===== src/rtl/temp_alert_pkg.sv =====
package temp_alert_pkg;

  typedef enum logic [1:0] {
    MODE_LATCH    = 2'd0,
    MODE_TRACK    = 2'd1,
    MODE_CRIT     = 2'd2,
    MODE_CRIT_ALT = 2'd3
  } alert_mode_e;

  typedef enum logic [1:0] {
    SEL_LOWER = 2'd0,
    SEL_UPPER = 2'd1,
    SEL_CRIT  = 2'd2,
    SEL_CFG   = 2'd3
  } reg_sel_e;

  typedef struct packed {
    logic [1:0]  hyst;
    logic        win_en;
    alert_mode_e mode;
  } alert_cfg_t;

  localparam int CFG_W = $bits(alert_cfg_t);

  // release margin in quarter-degree steps
  function automatic int unsigned hyst_quarters(input logic [1:0] code);
    case (code)
      2'd0:    return 0;
      2'd1:    return 6;
      2'd2:    return 12;
      default: return 24;
    endcase
  endfunction

  function automatic logic is_crit_only(input alert_mode_e m);
    return (m == MODE_CRIT) || (m == MODE_CRIT_ALT);
  endfunction

endpackage


===== src/rtl/ta_regfile.sv =====
module ta_regfile
  import temp_alert_pkg::*;
#(
  parameter int TW   = 11,
  parameter int NLIM = 3
) (
  input  logic                     clk,
  input  logic                     rst_n,
  input  logic                     wr_en,
  input  logic [1:0]               wr_sel,
  input  logic [TW-1:0]            wr_data,
  output logic [NLIM-1:0][TW-1:0]  lim_o,
  output alert_cfg_t               cfg_o
);

  localparam logic [TW-1:0] LIM_MIN = {1'b1, {(TW-1){1'b0}}};
  localparam logic [TW-1:0] LIM_MAX = {1'b0, {(TW-1){1'b1}}};

  for (genvar g = 0; g < NLIM; g++) begin : g_lim
    localparam logic [TW-1:0] RST_VAL = (g == int'(SEL_LOWER)) ? LIM_MIN : LIM_MAX;
    logic hit;
    assign hit = wr_en && (wr_sel == 2'(g));

    always_ff @(posedge clk or negedge rst_n) begin
      if (!rst_n)   lim_o[g] <= RST_VAL;
      else if (hit) lim_o[g] <= wr_data;
    end
  end

  always_ff @(posedge clk or negedge rst_n) begin
    if (!rst_n)
      cfg_o <= '0;
    else if (wr_en && (wr_sel == SEL_CFG))
      cfg_o <= alert_cfg_t'(wr_data[CFG_W-1:0]);
  end

  AST_LIMITS_HOLD: assert property (@(posedge clk) disable iff (!rst_n)
    !wr_en |=> $stable(lim_o)) else $error("limits changed without write");
  AST_CFG_HOLD: assert property (@(posedge clk) disable iff (!rst_n)
    (!wr_en || wr_sel != SEL_CFG) |=> $stable(cfg_o)) else $error("config changed without write");

endmodule


===== src/rtl/ta_thresh_cmp.sv =====
module ta_thresh_cmp #(
  parameter int TW    = 11,
  parameter bit UPPER = 1'b1
) (
  input  logic [TW-1:0]        temp,
  input  logic [TW-1:0]        limit,
  input  logic signed [TW+1:0] hyst,
  output logic                 trip,
  output logic                 rel
);

  logic signed [TW+1:0] t_x;
  logic signed [TW+1:0] l_x;

  assign t_x = {{2{temp[TW-1]}}, temp};
  assign l_x = {{2{limit[TW-1]}}, limit};

  if (UPPER) begin : g_upper
    assign trip = t_x > l_x;
    assign rel  = t_x <= (l_x - hyst);
  end else begin : g_lower
    assign trip = t_x < l_x;
    assign rel  = t_x >= (l_x + hyst);
  end

endmodule


===== src/rtl/ta_event_state.sv =====
module ta_event_state
  import temp_alert_pkg::*;
(
  input  logic        clk,
  input  logic        rst_n,
  input  logic        samp_valid,
  input  logic        evt_clr,
  input  alert_mode_e mode,
  input  logic        win_en,
  input  logic        win_trip,
  input  logic        win_rel,
  input  logic        crit_trip,
  input  logic        crit_rel,
  output logic        alert_oe
);

  logic win_act;
  logic crit_act;
  logic irq_lat;
  logic win_fire;

  assign win_fire = samp_valid && win_en && win_trip;

  always_ff @(posedge clk or negedge rst_n) begin
    if (!rst_n) begin
      win_act  <= 1'b0;
      crit_act <= 1'b0;
    end else if (samp_valid) begin
      if (crit_trip)     crit_act <= 1'b1;
      else if (crit_rel) crit_act <= 1'b0;

      if (!win_en)       win_act <= 1'b0;
      else if (win_trip) win_act <= 1'b1;
      else if (win_rel)  win_act <= 1'b0;
    end
  end

  always_ff @(posedge clk or negedge rst_n) begin
    if (!rst_n)                  irq_lat <= 1'b0;
    else if (mode != MODE_LATCH) irq_lat <= 1'b0;
    else if (win_fire)           irq_lat <= 1'b1;
    else if (evt_clr)            irq_lat <= 1'b0;
  end

  always_comb begin
    if (is_crit_only(mode))      alert_oe = crit_act;
    else if (mode == MODE_TRACK) alert_oe = crit_act | win_act;
    else                         alert_oe = crit_act | irq_lat;
  end

  AST_WIN_SETS: assert property (@(posedge clk) disable iff (!rst_n)
    win_fire |=> win_act) else $error("window trip lost");
  AST_LATCH_CLEARS: assert property (@(posedge clk) disable iff (!rst_n)
    (mode == MODE_LATCH && evt_clr && !win_fire) |=> !irq_lat) else $error("acknowledge ignored");
  AST_TRACK_NO_SAMPLE_HOLD: assert property (@(posedge clk) disable iff (!rst_n)
    (win_act && !samp_valid) |=> win_act) else $error("window alarm dropped without sample");
  AST_CRIT_SETS: assert property (@(posedge clk) disable iff (!rst_n)
    (samp_valid && crit_trip) |=> crit_act) else $error("critical trip lost");
  AST_CRIT_LOCKED: assert property (@(posedge clk) disable iff (!rst_n)
    (crit_act && !samp_valid) |=> alert_oe) else $error("critical alarm released");
  AST_WIN_OFF_CLEARS: assert property (@(posedge clk) disable iff (!rst_n)
    (samp_valid && !win_en) |=> !win_act) else $error("window alarm with window off");
  AST_TRIP_BEATS_CLR: assert property (@(posedge clk) disable iff (!rst_n)
    (mode == MODE_LATCH && win_fire && evt_clr) |=> irq_lat) else $error("acknowledge beat trip");

endmodule


===== src/rtl/temp_alert_ctrl.sv =====
module temp_alert_ctrl
  import temp_alert_pkg::*;
#(
  parameter int TW = 11
) (
  input  logic          clk,
  input  logic          rst_n,
  input  logic          samp_valid,
  input  logic [TW-1:0] samp_temp,
  input  logic          wr_en,
  input  logic [1:0]    wr_sel,
  input  logic [TW-1:0] wr_data,
  input  logic          evt_clr,
  output logic          alert_oe
);

  localparam int NLIM = 3;
  localparam int EW   = TW + 2;

  logic [NLIM-1:0][TW-1:0] lim;
  alert_cfg_t              cfg;
  logic signed [EW-1:0]    hyst_q;
  logic [NLIM-1:0]         trip;
  logic [NLIM-1:0]         rel;

  ta_regfile #(.TW(TW), .NLIM(NLIM)) u_regs (
    .clk     (clk),
    .rst_n   (rst_n),
    .wr_en   (wr_en),
    .wr_sel  (wr_sel),
    .wr_data (wr_data),
    .lim_o   (lim),
    .cfg_o   (cfg)
  );

  assign hyst_q = EW'(hyst_quarters(cfg.hyst));

  // index 0 is the lower limit; the others are upper-type limits
  for (genvar g = 0; g < NLIM; g++) begin : g_cmp
    ta_thresh_cmp #(.TW(TW), .UPPER(g != int'(SEL_LOWER))) u_cmp (
      .temp  (samp_temp),
      .limit (lim[g]),
      .hyst  (hyst_q),
      .trip  (trip[g]),
      .rel   (rel[g])
    );
  end

  ta_event_state u_state (
    .clk        (clk),
    .rst_n      (rst_n),
    .samp_valid (samp_valid),
    .evt_clr    (evt_clr),
    .mode       (cfg.mode),
    .win_en     (cfg.win_en),
    .win_trip   (trip[SEL_LOWER] | trip[SEL_UPPER]),
    .win_rel    (rel[SEL_LOWER] & rel[SEL_UPPER]),
    .crit_trip  (trip[SEL_CRIT]),
    .crit_rel   (rel[SEL_CRIT]),
    .alert_oe   (alert_oe)
  );

  AST_CRITONLY_IGNORES_WIN: assert property (@(posedge clk) disable iff (!rst_n)
    (is_crit_only(cfg.mode) && !samp_valid && !wr_en && !alert_oe) |=> !alert_oe)
    else $error("critical-only output rose without sample");

endmodule


===== config.mk =====
export PLATFORM = sky130hd
export DESIGN_NAME = temp_alert_ctrl
export DESIGN_NICKNAME = d
export VERILOG_FILES = /design/src/rtl/temp_alert_pkg.sv /design/src/rtl/ta_regfile.sv /design/src/rtl/ta_thresh_cmp.sv /design/src/rtl/ta_event_state.sv /design/src/rtl/temp_alert_ctrl.sv
export SDC_FILE = /design/constraint.sdc
export NUM_CORES = 1
export LEC_CHECK = 0
export BUFFER_PORTS_ARGS = -buffer_cell sky130_fd_sc_hd__buf_4
export CORE_UTILIZATION = 62
export CTS_CLUSTER_DIAMETER = 100
export CTS_CLUSTER_SIZE = 25
export DETAILED_ROUTE_END_ITERATION = 8
export GPL_ROUTABILITY_DRIVEN = 0
export PLACE_DENSITY = 0.8
export SYNTH_ARGS = -nofsm -noshare
export SYNTH_HDL_FRONTEND = slang
export SYNTH_SLANG_ARGS = --single-unit

===== constraint.sdc =====
create_clock -name clk -period 4.52 [get_ports clk]
set_input_delay 0.226 -clock clk [delete_from_list [all_inputs] [get_ports clk]]
set_output_delay 0.226 -clock clk [all_outputs]
set_load 0.05 [all_outputs]

==> results of run 1 <==
[layout make-up]
| class | count | area (um2) | area share |
|---|---|---|---|
| Multi-Input combinational cell | 318 | 2720 | 0.620 |
| Inverter | 45 | 169 | 0.0386 |
| Sequential cell | 41 | 1050 | 0.240 |
| Clock buffer | 6 | 82.6 | 0.0189 |
| Clock inverter | 2 | 37.5 | 0.00857 |
| Timing Repair Buffer | 30 | 228 | 0.0520 |
| Tap cell | 75 | 93.8 | 0.0214 |
[cells in the final DEF (no fill, tap or decap), drive strengths merged, types with 3 or more instances in the layout]
master,instances
a31oi,3
a21o,7
and2,4
clkbuf,6
nand2,24
nand3b,3
nand3,4
dfstp,21
o21bai,4
inv,45
o21ai,30
a21oi,23
xnor2,25
nor2,10
a211oi,4
fa,3
buf,29
nor3,12
ha,79
nor2b,8
nand4,13
o211ai,4
dfrtp,20
or3,3
mux2,28
[registers in the layout, indices dropped and copies added (netlist names)]
| name | flops |
|---|---|
| u_state.crit_act | 1 |
| u_regs.lim_o | 33 |
| u_state.win_act | 1 |
| u_regs.cfg_o | 5 |
| u_state.irq_lat | 1 |
[through the flow]
stage | hold slack (ns) | util | cell area [um2]
finish | 0.155 | 0.727 | 4380
CTS | 0.151 | 0.727 | 4380
detailed placement | 0.237 | 0.705 | 4250
floorplan | -0.0696 | - | 3960
global placement | 0.230 | 0.705 | 4250
global route | 0.169 | 0.727 | 4380
[worst max-delay path: stages, from the launching register on]
cell and delay, ns:
dfrtp_1 0.41, inv_1 0.06, ha_1 0.32, inv_1 0.20
fa_1 0.25, a21oi_1 0.05, o21ai_0 0.23, nand2_1 0.13
nor3_1 0.27, a21oi_1 0.12, ha_1 0.32, nand4_1 0.11
or2_0 0.25, o21ai_0 0.21, a31oi_1 0.07, a2111oi_0 0.37
o221ai_1 0.20
[final timing paths]
path / to / slack (ns) / cells past startpoint
max: u_state.win_act / 0.79 / 16
min: u_regs.lim_o[3] / 0.15 / 3
max reg2reg: u_state.win_act / 0.79 / 16
min reg2reg: u_state.irq_lat / 0.48 / 1
max in group asynchronous: u_regs.lim_o[18] / 3.70 / 2
min in group asynchronous: u_regs.lim_o[5] / 0.44 / 2
[kinds of logic (layout without fill, tap and decap cells)]
family / count (synthesis) / count (layout) / share of synthesized area
AO/OA/AOI/OAI: 93 / 93 / 0.159
XOR/XNOR: 25 / 25 / 0.0553
adder cells (fa/ha/maj): 82 / 82 / 0.265
buffers and inverters: 50 / 83 / 0.0493
flip-flops: 41 / 41 / 0.266
multiplexers: 30 / 30 / 0.0847
AND/OR/NAND/NOR: 88 / 88 / 0.121
[where the power goes]
| part | switching [W] | internal [W] |
|---|---|---|
| Sequential | 0.0000744 | 0.000466 |
| Clock | 0.000138 | 0.000180 |
| Combinational | 0.000523 | 0.000454 |
[layer usage]
| metal | up-vias | share of wire | GRT usage |
|---|---|---|---|
| met5 | - | 0 | 0 |
| met4 | 0 | 0.013 | 0.0719 |
| met3 | 11 | 0.051 | 0.0311 |
| met2 | 98 | 0.49 | 0.543 |
| met1 | 1568 | 0.45 | 0.390 |
| li1 | 1548 | - | - |
[what timing repair did]
action	CTS	global route
hold buffers	1	0
hold endpoints to repair	20	0
endpoints found under the setup margin	0	0
setup buffers	0	0
==> summary.txt, run 1 <==
Die
  – # IOs: 30
  – Row count: 28
  – Die Area: ~6700 um2
  – Core area: ~6000 um2
  – Starting density of the core: 0.657
  – Die span in x: about 82 um
  – Die Ht: slightly above 80 um

Worst setup path
  – Setup Crit Path Kind: register to register
  – Worst-path fanout max: 5
  – CP Data Required Time: approximately 4.7 ns
  – Reg2reg start: u_regs.cfg_o[3]
  – Nature of the critical path endpoint: register
  – CP arrival: a little under 4 ns
  – Worst Setup Start Kind: register
  – Critical Path Start: u_regs.cfg_o[3]

Routing
  – Avg WL per Cell: around 18 um
  – Via density: around 6.2
  – First-pass DRT Iterations: 4
  – Antenna-violating nets left: 0
  – Routed vias: between 3000 and 4000
  – Post-route DRC violation count: 0
  – Violation count after the first detailed-routing iteration: approximately 190
  – Detailed Route WL: roughly 9400 um

Global route
  – Pin count of the biggest net entering global routing: 42
  – Gr ovfl total: 0
  – First-pass GRT wire length: between 15000 and 20000 um
  – Vias in the first global route: 3176
  – Tot GR Track Use: 0.304
  – Antenna violations before repair: 0

Yosys
  – Synthesized cell area: about 4000 um2
  – Yosys top cell area share: 0.250
  – Synth area leader: ha_1
  – Mapped Cells: 409
  – Count leader, synth: ha_1
  – Yosys reg bits: 41
  – FFs w/ async S/R, synth: 1.00
  – Yosys cell types: 50
  – Syn nets: 520
  – Mean area per synthesized cell: approximately 9.7 um2
  – EDFF count, synth: 0
  – Synth area leaders: ha_1, dfstp_2, dfrtp_1
  – Most common library cells after synthesis: ha_1, inv_1, mux2_2, o21ai_0, xnor2_1
  – Warnings from Yosys: 0
  – Seq/Total Area, Yosys: 0.266
  – Top_reg_cell synth: dfstp_2

CTS
  – TritonCTS buffer count: 5
  – Clock tree buffer depth: 2
  – Clock-pin slew on the worst setup and hold paths: 0.09 ns
  – H-Tree Level Count: 2
  – Clk_lat worst skew: roughly 0.3 ns
  – CTS resizes: 0
  – CTS tree: built
  – Clock sink count: 41
  – Clock root buffer master: clkbuf_8

STA
  – Setup_tns: 0 ns
  – Unrepaired setup endpoints after global routing: no
  – Final min period: ~3.7 ns
  – Worst slew pin tran: roughly 1.1 ns
  – F_max: about 270 MHz
  – Endpoints failing hold: 0
  – Final Setup Violations: 0
  – Setup Skew: between 0.009 and 0.01 ns
  – Post-route setup slack: ~0.79 ns
  – Max-slew violations: 0
  – Part of the cycle the worst path needs: 0.825
  – Relative slew slack: 0.239

Layout
  – Area delta synth->final: 10.6%
  – Layout Cells excl Fill: between 500 and 600
  – Ant diodes: 0
  – Nets@finish: 552
  – Share of layout cells above drive strength 1: 0.222
  – Filler cells: between 400 and 500

Place
  – PortBufs: 29
  – Hpwl dp: 7540 um
  – DP Worst Slack: a little under 0.9 ns
  – Placed cell count: slightly above 500

Pwr
  – PnR Total Power: ~0.0018 W
  – VDD IR max: ~0.22 mV
  – PwrDens: ~420 nW/um2
  – Leakage: 2.05 nW

Job
  – Max-cap violations: 0

Worst hold path
  – Type of the worst min-delay path: primary input to register
  – HP Start: wr_data[3]

Run status
  – Outcome: finished, final reports clean
Note: power is estimated with default switching activity, not from simulation.
==> run 2: changes to the inputs <==
==> constraint.sdc (replaced) <==
create_clock -name clk -period 3.44 [get_ports clk]
set_input_delay 0.172 -clock clk [delete_from_list [all_inputs] [get_ports clk]]
set_output_delay 0.172 -clock clk [all_outputs]
set_load 0.05 [all_outputs]
==> run 2 against run 1 <==
Non-clock buffer count up 14. Clock power up 28%. Count of clock-buffer cells in the layout is 1 higher. Core utilization up 4.5 points. Hold slack got worse by 0.046 ns. Wire length increased by 5.7%. Critical path depth unchanged. Largest power group unchanged. Highest routed layer unchanged.
==> summary.txt, run 2 (synthesis gave the netlist of run 1 again) <==
Run status
  – Outcome: finished, final reports clean

STA
  – Final min period: approximately 3.3 ns
  – Part of the cycle the worst path needs: 0.967
  – Setup Skew: slightly below 0.01 ns
  – F_max: around 300 MHz
  – Final Setup Violations: 0
  – Relative slew slack: 0.515
  – Worst slew pin tran: 0.725 ns
  – Min Hold Slack: 0.108 ns
  – Endpoints failing hold: 0
  – Unrepaired setup endpoints after global routing: yes
  – Max-slew violations: 0

Die
  – Starting density of the core: 0.657
  – Row count: 28
  – Die span in x: just over 80 um
  – Die Area: ~6700 um2
  – # IOs: 30
  – Die Ht: slightly above 80 um
  – Core area: about 6000 um2

Global route
  – Antenna violations before repair: 0
  – Tot GR Track Use: 0.306
  – Pin count of the biggest net entering global routing: between 40 and 50
  – Gr ovfl total: 0
  – Vias in the first global route: about 3200
  – First-pass GRT wire length: ~15000 um

Routing
  – Violation count after the first detailed-routing iteration: a little under 200
  – M1 WL: about 4400 um
  – Metal2 WL: 4850 um
  – Via density: roughly 6.1
  – Met3 wire len: between 500 and 600 um
  – DR top layer: met4
  – Avg WL per Cell: approximately 19 um
  – Routed vias: ~3300
  – Antenna-violating nets left: 0
  – Detailed Route WL: 9940 um
  – Post-route DRC violation count: 0
  – First-pass DRT Iterations: 4

CTS
  – TritonCTS buffer count: 5
  – H-Tree Level Count: 2
  – Clock sink count: 41
  – Clock tree buffer depth: 2
  – Clock root buffer master: clkbuf_8
  – Clk_lat worst skew: around 0.30 ns
  – CTS tree: built
  – Clock-pin slew on the worst setup and hold paths: 0.09 ns

Layout
  – Post-layout instance area: ~4700 um2
  – Max FFs per register: 33
  – Area occupied by registers: 1050 um2
  – Area of the multi-input gates: 2890 um2
  – Final Core Density: 0.772
  – Commonest non-fill, non-tap cell in the layout: ha_1
  – Ant diodes: 0
  – Share of layout cells above drive strength 1: 0.305
  – Nets@finish: ~570
  – Largest Register: u_regs.lim_o
  – Layout Cells excl Fill: 531
  – Most frequent cells in the layout: ha_1, inv_1, buf_4
  – Filler cells: 390
  – Area delta synth->final: 17.5%
  – Largest regs: u_regs.lim_o x33, u_regs.cfg_o x5

Pwr
  – PwrDens: approximately 560 nW/um2
  – VDD IR max: about 0.35 mV
  – Leakage: ~2.1 nW

Worst hold path
  – HP Start: wr_data[3]
  – Hold Path Cell Cnt: 3
  – Hold Path End: u_regs.lim_o[3]
  – Type of the worst min-delay path: primary input to register

Worst setup path
  – R2r endpoint: u_state.win_act
  – Worst-path fanout max: 3
  – Worst Setup Start Kind: register
  – Nature of the critical path endpoint: register
  – Reg2reg start: u_regs.cfg_o[3]
  – Setup Crit Path Kind: register to register
  – CP arrival: between 3 and 4 ns
  – CP Data Required Time: about 3.6 ns
  – Cells on worst reg2reg path: 16
  – Setup slack, reg-to-reg: 0.11 ns

Place
  – Placed instance area: ~4300 um2
  – Placed cell count: 521
  – PortBufs: 29
  – Hpwl dp: around 7600 um

Job
  – Max-cap violations: 0
-- run 2: cell types whose count changed in the layout (fill, tap and decap cells not counted), sizes merged --
cell | previous run | this run
clkinvlp | 1 | 0
buf | 29 | 43
clkbuf | 6 | 7
-- run 2: how the worst max path moves through the flow --
stage / startpoint / to / slack, ns / depth (start not counted)
finish: u_regs.cfg_o[3] / u_state.win_act / 0.11 / 16
global route: u_regs.cfg_o[3] / u_state.win_act / -0.09 / 17
CTS: u_regs.cfg_o[3] / u_state.crit_act / 0.009 / 15
detailed placement: u_regs.cfg_o[3] / u_state.win_act / -0.17 / 16
global placement: u_regs.cfg_o[3] / u_state.crit_act / 0.03 / 15
floorplan: u_regs.cfg_o[3] / u_state.win_act / 0.18 / 15
-- run 2: worst max-delay path, cell delays in order (launching register included) --
cell	delay, ns
dfrtp_1	0.41
buf_4	0.16
ha_2	0.21
ha_2	0.19
fa_1	0.38
a21oi_1	0.15
o21ai_1	0.10
nand2_1	0.12
nor3_2	0.06
xnor2_1	0.13
ha_1	0.30
nand4_1	0.11
or2_1	0.25
o21ai_2	0.17
a31oi_4	0.06
a2111oi_4	0.20
o221ai_1	0.16
-- run 2: layout make-up --
| cell class | instances | area share |
|---|---|---|
| inverter | 45 | 0.0368 |
| tap | 75 | 0.0202 |
| clock inverter | 1 | 0.00646 |
| multi-input combinational | 318 | 0.620 |
| sequential | 41 | 0.226 |
| timing repair buffer | 44 | 0.0715 |
| clock buffer | 7 | 0.0186 |
-- run 2: metal layers --
layer,GRT usage,vias up
met3,0.0322,22
met4,0.0895,0
li1,-,1576
met2,0.530,86
met1,0.401,1571
met5,0,-
-- run 2: report_power, final --
part	switching [W]	internal (W)	leakage (nW)
clock	0.000170	0.000237	0.0585
sequential	0.0000984	0.000613	0.461
combinational	0.000765	0.000708	1.60
total	0.00103	0.00156	2.12
-- run 2: metrics by stage --
step | TNS [ns] | setup slack (ns) | power (W)
after CTS | 0 | 0.00945 | 0.00246
after global routing | -0.0981 | -0.0850 | 0.00280
after detailed placement | -0.225 | -0.170 | 0.00203
after global placement | 0 | 0.0340 | 0.00197
after floorplan | 0 | 0.177 | 0.00164
final | 0 | 0.114 | 0.00259
-- run 2: what timing repair did --
item	CTS	global route
endpoints found under the setup margin	2	2
gates resized for setup	9	31
hold endpoints to repair	20	0
hold buffers	1	0
pin swaps	4	17
setup buffers	0	1
==> run 3: changes to the inputs <==
--- a/config.mk
+++ b/config.mk
@@ -11,6 +11,7 @@
 export CTS_CLUSTER_SIZE = 25
 export DETAILED_ROUTE_END_ITERATION = 8
 export GPL_ROUTABILITY_DRIVEN = 0
+export HOLD_SLACK_MARGIN = 0.12
 export PLACE_DENSITY = 0.8
 export SYNTH_ARGS = -nofsm -noshare
 export SYNTH_HDL_FRONTEND = slang
==> run 3 against run 2 <==
Count of clock-buffer cells in the layout unchanged. Wire length is 0.40% higher. Sequential cell count unchanged. Critical path depth decreased by 1. Global-route usage is 0.40 points higher. Sequential share of layout area fell by 0.15 points.
==> summary.txt, run 3 (synthesis gave the netlist of run 1 again) <==
STA
  – F_max: 302 MHz
  – Worst slew pin tran: between 0.7 and 0.8 ns
  – Relative slew slack: 0.515
  – Max-slew violations: 0
  – Final min period: 3.31 ns
  – Endpoints failing hold: 0
  – Final Setup Violations: 0
  – Unrepaired setup endpoints after global routing: yes
  – Part of the cycle the worst path needs: 0.962
  – Min Hold Slack: between 0.1 and 0.15 ns
  – Setup Skew: approximately 0.0071 ns

Layout
  – Area delta synth->final: 18.2%
  – Most frequent cells in the layout: ha_1, inv_1, buf_4
  – Commonest non-fill, non-tap cell in the layout: ha_1
  – Max FFs per register: 33
  – Nets@finish: around 570
  – Layout Cells excl Fill: 534
  – Largest regs: u_regs.lim_o x33, u_regs.cfg_o x5
  – Largest Register: u_regs.lim_o
  – Share of layout cells above drive strength 1: 0.303
  – Ant diodes: 0
  – Final Core Density: 0.777

Die
  – Die span in x: between 80 and 90 um
  – Starting density of the core: 0.657
  – Die Area: around 6700 um2
  – Row count: 28
  – Die Ht: between 80 and 90 um
  – # IOs: 30
  – Core area: roughly 6000 um2

Pwr
  – Clock power share: 0.156
  – PnR Total Power: around 0.0026 W
  – VDD IR max: roughly 0.35 mV
  – NetSw: about 0.0010 W
  – Cell-internal power: 0.00156 W
  – Switching part of the total: 0.397
  – Leakage: approximately 2.1 nW
  – Sequential share of power: 0.275
  – Gate power share: 0.569
  – PwrDens: 552 nW/um2

Worst setup path
  – Nature of the critical path endpoint: register
  – Setup slack, reg-to-reg: between 0.1 and 0.15 ns
  – Reg2reg start: u_regs.cfg_o[3]
  – CP Data Required Time: roughly 3.6 ns
  – Worst Setup Start Kind: register
  – Setup Crit Path Kind: register to register
  – R2r endpoint: u_state.win_act
  – Cells on worst reg2reg path: 15
  – CP arrival: 3.46 ns
  – Worst-path fanout max: 3

Routing
  – Post-route DRC violation count: 0
  – Antenna-violating nets left: 0
  – Avg WL per Cell: about 19 um
  – Via density: roughly 6.1
  – Violation count after the first detailed-routing iteration: around 210
  – First-pass DRT Iterations: 4
  – Routed vias: about 3300
  – Detailed Route WL: around 10000 um

CTS
  – Clk_lat worst skew: approximately 0.29 ns
  – Clock sink count: between 40 and 50
  – H-Tree Level Count: 2
  – TritonCTS buffer count: 5
  – Clock root buffer master: clkbuf_8
  – Clock-pin slew on the worst setup and hold paths: approximately 0.080 ns
  – Clock tree buffer depth: 2
  – CTS tree: built

Global route
  – Antenna violations before repair: 0
  – Tot GR Track Use: 0.310
  – Vias in the first global route: ~3200
  – First-pass GRT wire length: about 15000 um
  – Pin count of the biggest net entering global routing: 42
  – Gr ovfl total: 0

Job
  – Max-cap violations: 0

Worst hold path
  – Hold Path End: u_regs.lim_o[5]
  – Type of the worst min-delay path: primary input to register
  – Hold Path Cell Cnt: 3
  – HP Start: wr_data[5]

Place
  – PortBufs: 29
  – Hpwl dp: between 7000 and 8000 um
  – Placed cell count: between 500 and 600

Run status
  – Outcome: finished, final reports clean
-- run 3: cell types whose count changed in the layout (fill, tap and decap cells not counted) --
cell,previous run,this run
dlygate4sd3_1,1,4
-- run 3: metrics by stage --
step	cell area [um2]	setup slack, ns	TNS [ns]
floorplan	3960	0.177	0
global placement	4350	0.0340	0
detailed placement	4350	-0.170	-0.225
CTS	4520	0.00945	0
global route	4680	-0.0497	-0.0628
finish	4680	0.131	0
-- run 3: power groups by stage --
| stage | clock network, W | logic [W] | registers [W] |
|---|---|---|---|
| after floorplan | 0 | 0.000960 | 0.000683 |
| after global placement | 0 | 0.00126 | 0.000708 |
| after detailed placement | 0 | 0.00132 | 0.000711 |
| after CTS | 0.000411 | 0.00135 | 0.000703 |
| after global routing | 0.000424 | 0.00165 | 0.000723 |
| final | 0.000403 | 0.00147 | 0.000711 |
-- run 3: repair_timing --
action                                  CTS  global route
gates resized for setup                   9            31
pin swaps                                 4            17
endpoints found under the hold margin    23             0
hold buffers                              4             0
buffers inserted                          0             1
endpoints found under the setup margin    2             2
-- run 3: worst max-delay path, stage by stage (launching register included) --
cell and delay [ns]:
dfrtp_1 0.41, inv_1 0.11, ha_4 0.23, ha_1 0.28
a21oi_2 0.18, o21bai_4 0.08, a211o_4 0.36, nor2_2 0.14
xnor2_1 0.08, ha_1 0.32, nand4_1 0.13, or2_1 0.26
o21ai_2 0.17, a31oi_4 0.06, a2111oi_4 0.20, o221ai_1 0.16
-- run 3: how the worst max path moves through the flow --
| stage | startpoint | cells after the start | slack, ns | end |
|---|---|---|---|---|
| 6_report | u_regs.cfg_o[3] | 15 | 0.13 | u_state.win_act |
| 3_3_place_gp | u_regs.cfg_o[3] | 15 | 0.03 | u_state.crit_act |
| 3_5_place_dp | u_regs.cfg_o[3] | 16 | -0.17 | u_state.win_act |
| 2_1_floorplan | u_regs.cfg_o[3] | 15 | 0.18 | u_state.win_act |
| 4_1_cts | u_regs.cfg_o[3] | 15 | 0.009 | u_state.crit_act |
| 5_1_grt | u_regs.cfg_o[3] | 17 | -0.05 | u_state.win_act |
-- run 3: area by class of cell --
| class | instances | area, um2 |
|---|---|---|
| Sequential cell | 41 | 1050 |
| Clock inverter | 1 | 30.0 |
| Clock buffer | 7 | 86.3 |
| Timing Repair Buffer | 47 | 363 |
| Tap cell | 75 | 93.8 |
| Inverter | 45 | 171 |
| Multi-Input combinational cell | 318 | 2890 |
| Fill cell | 384 | 1340 |
-- run 3: layer usage --
| layer | track usage | part of all wire | routed length (um) | vias up |
|---|---|---|---|---|
| met5 | 0 | 0 | 0 | - |
| met4 | 0.0895 | 0.026 | 255 | 0 |
| met3 | 0.0322 | 0.057 | 567 | 22 |
| met2 | 0.536 | 0.49 | 4880 | 85 |
| met1 | 0.407 | 0.43 | 4280 | 1575 |
| li1 | - | - | - | 1581 |
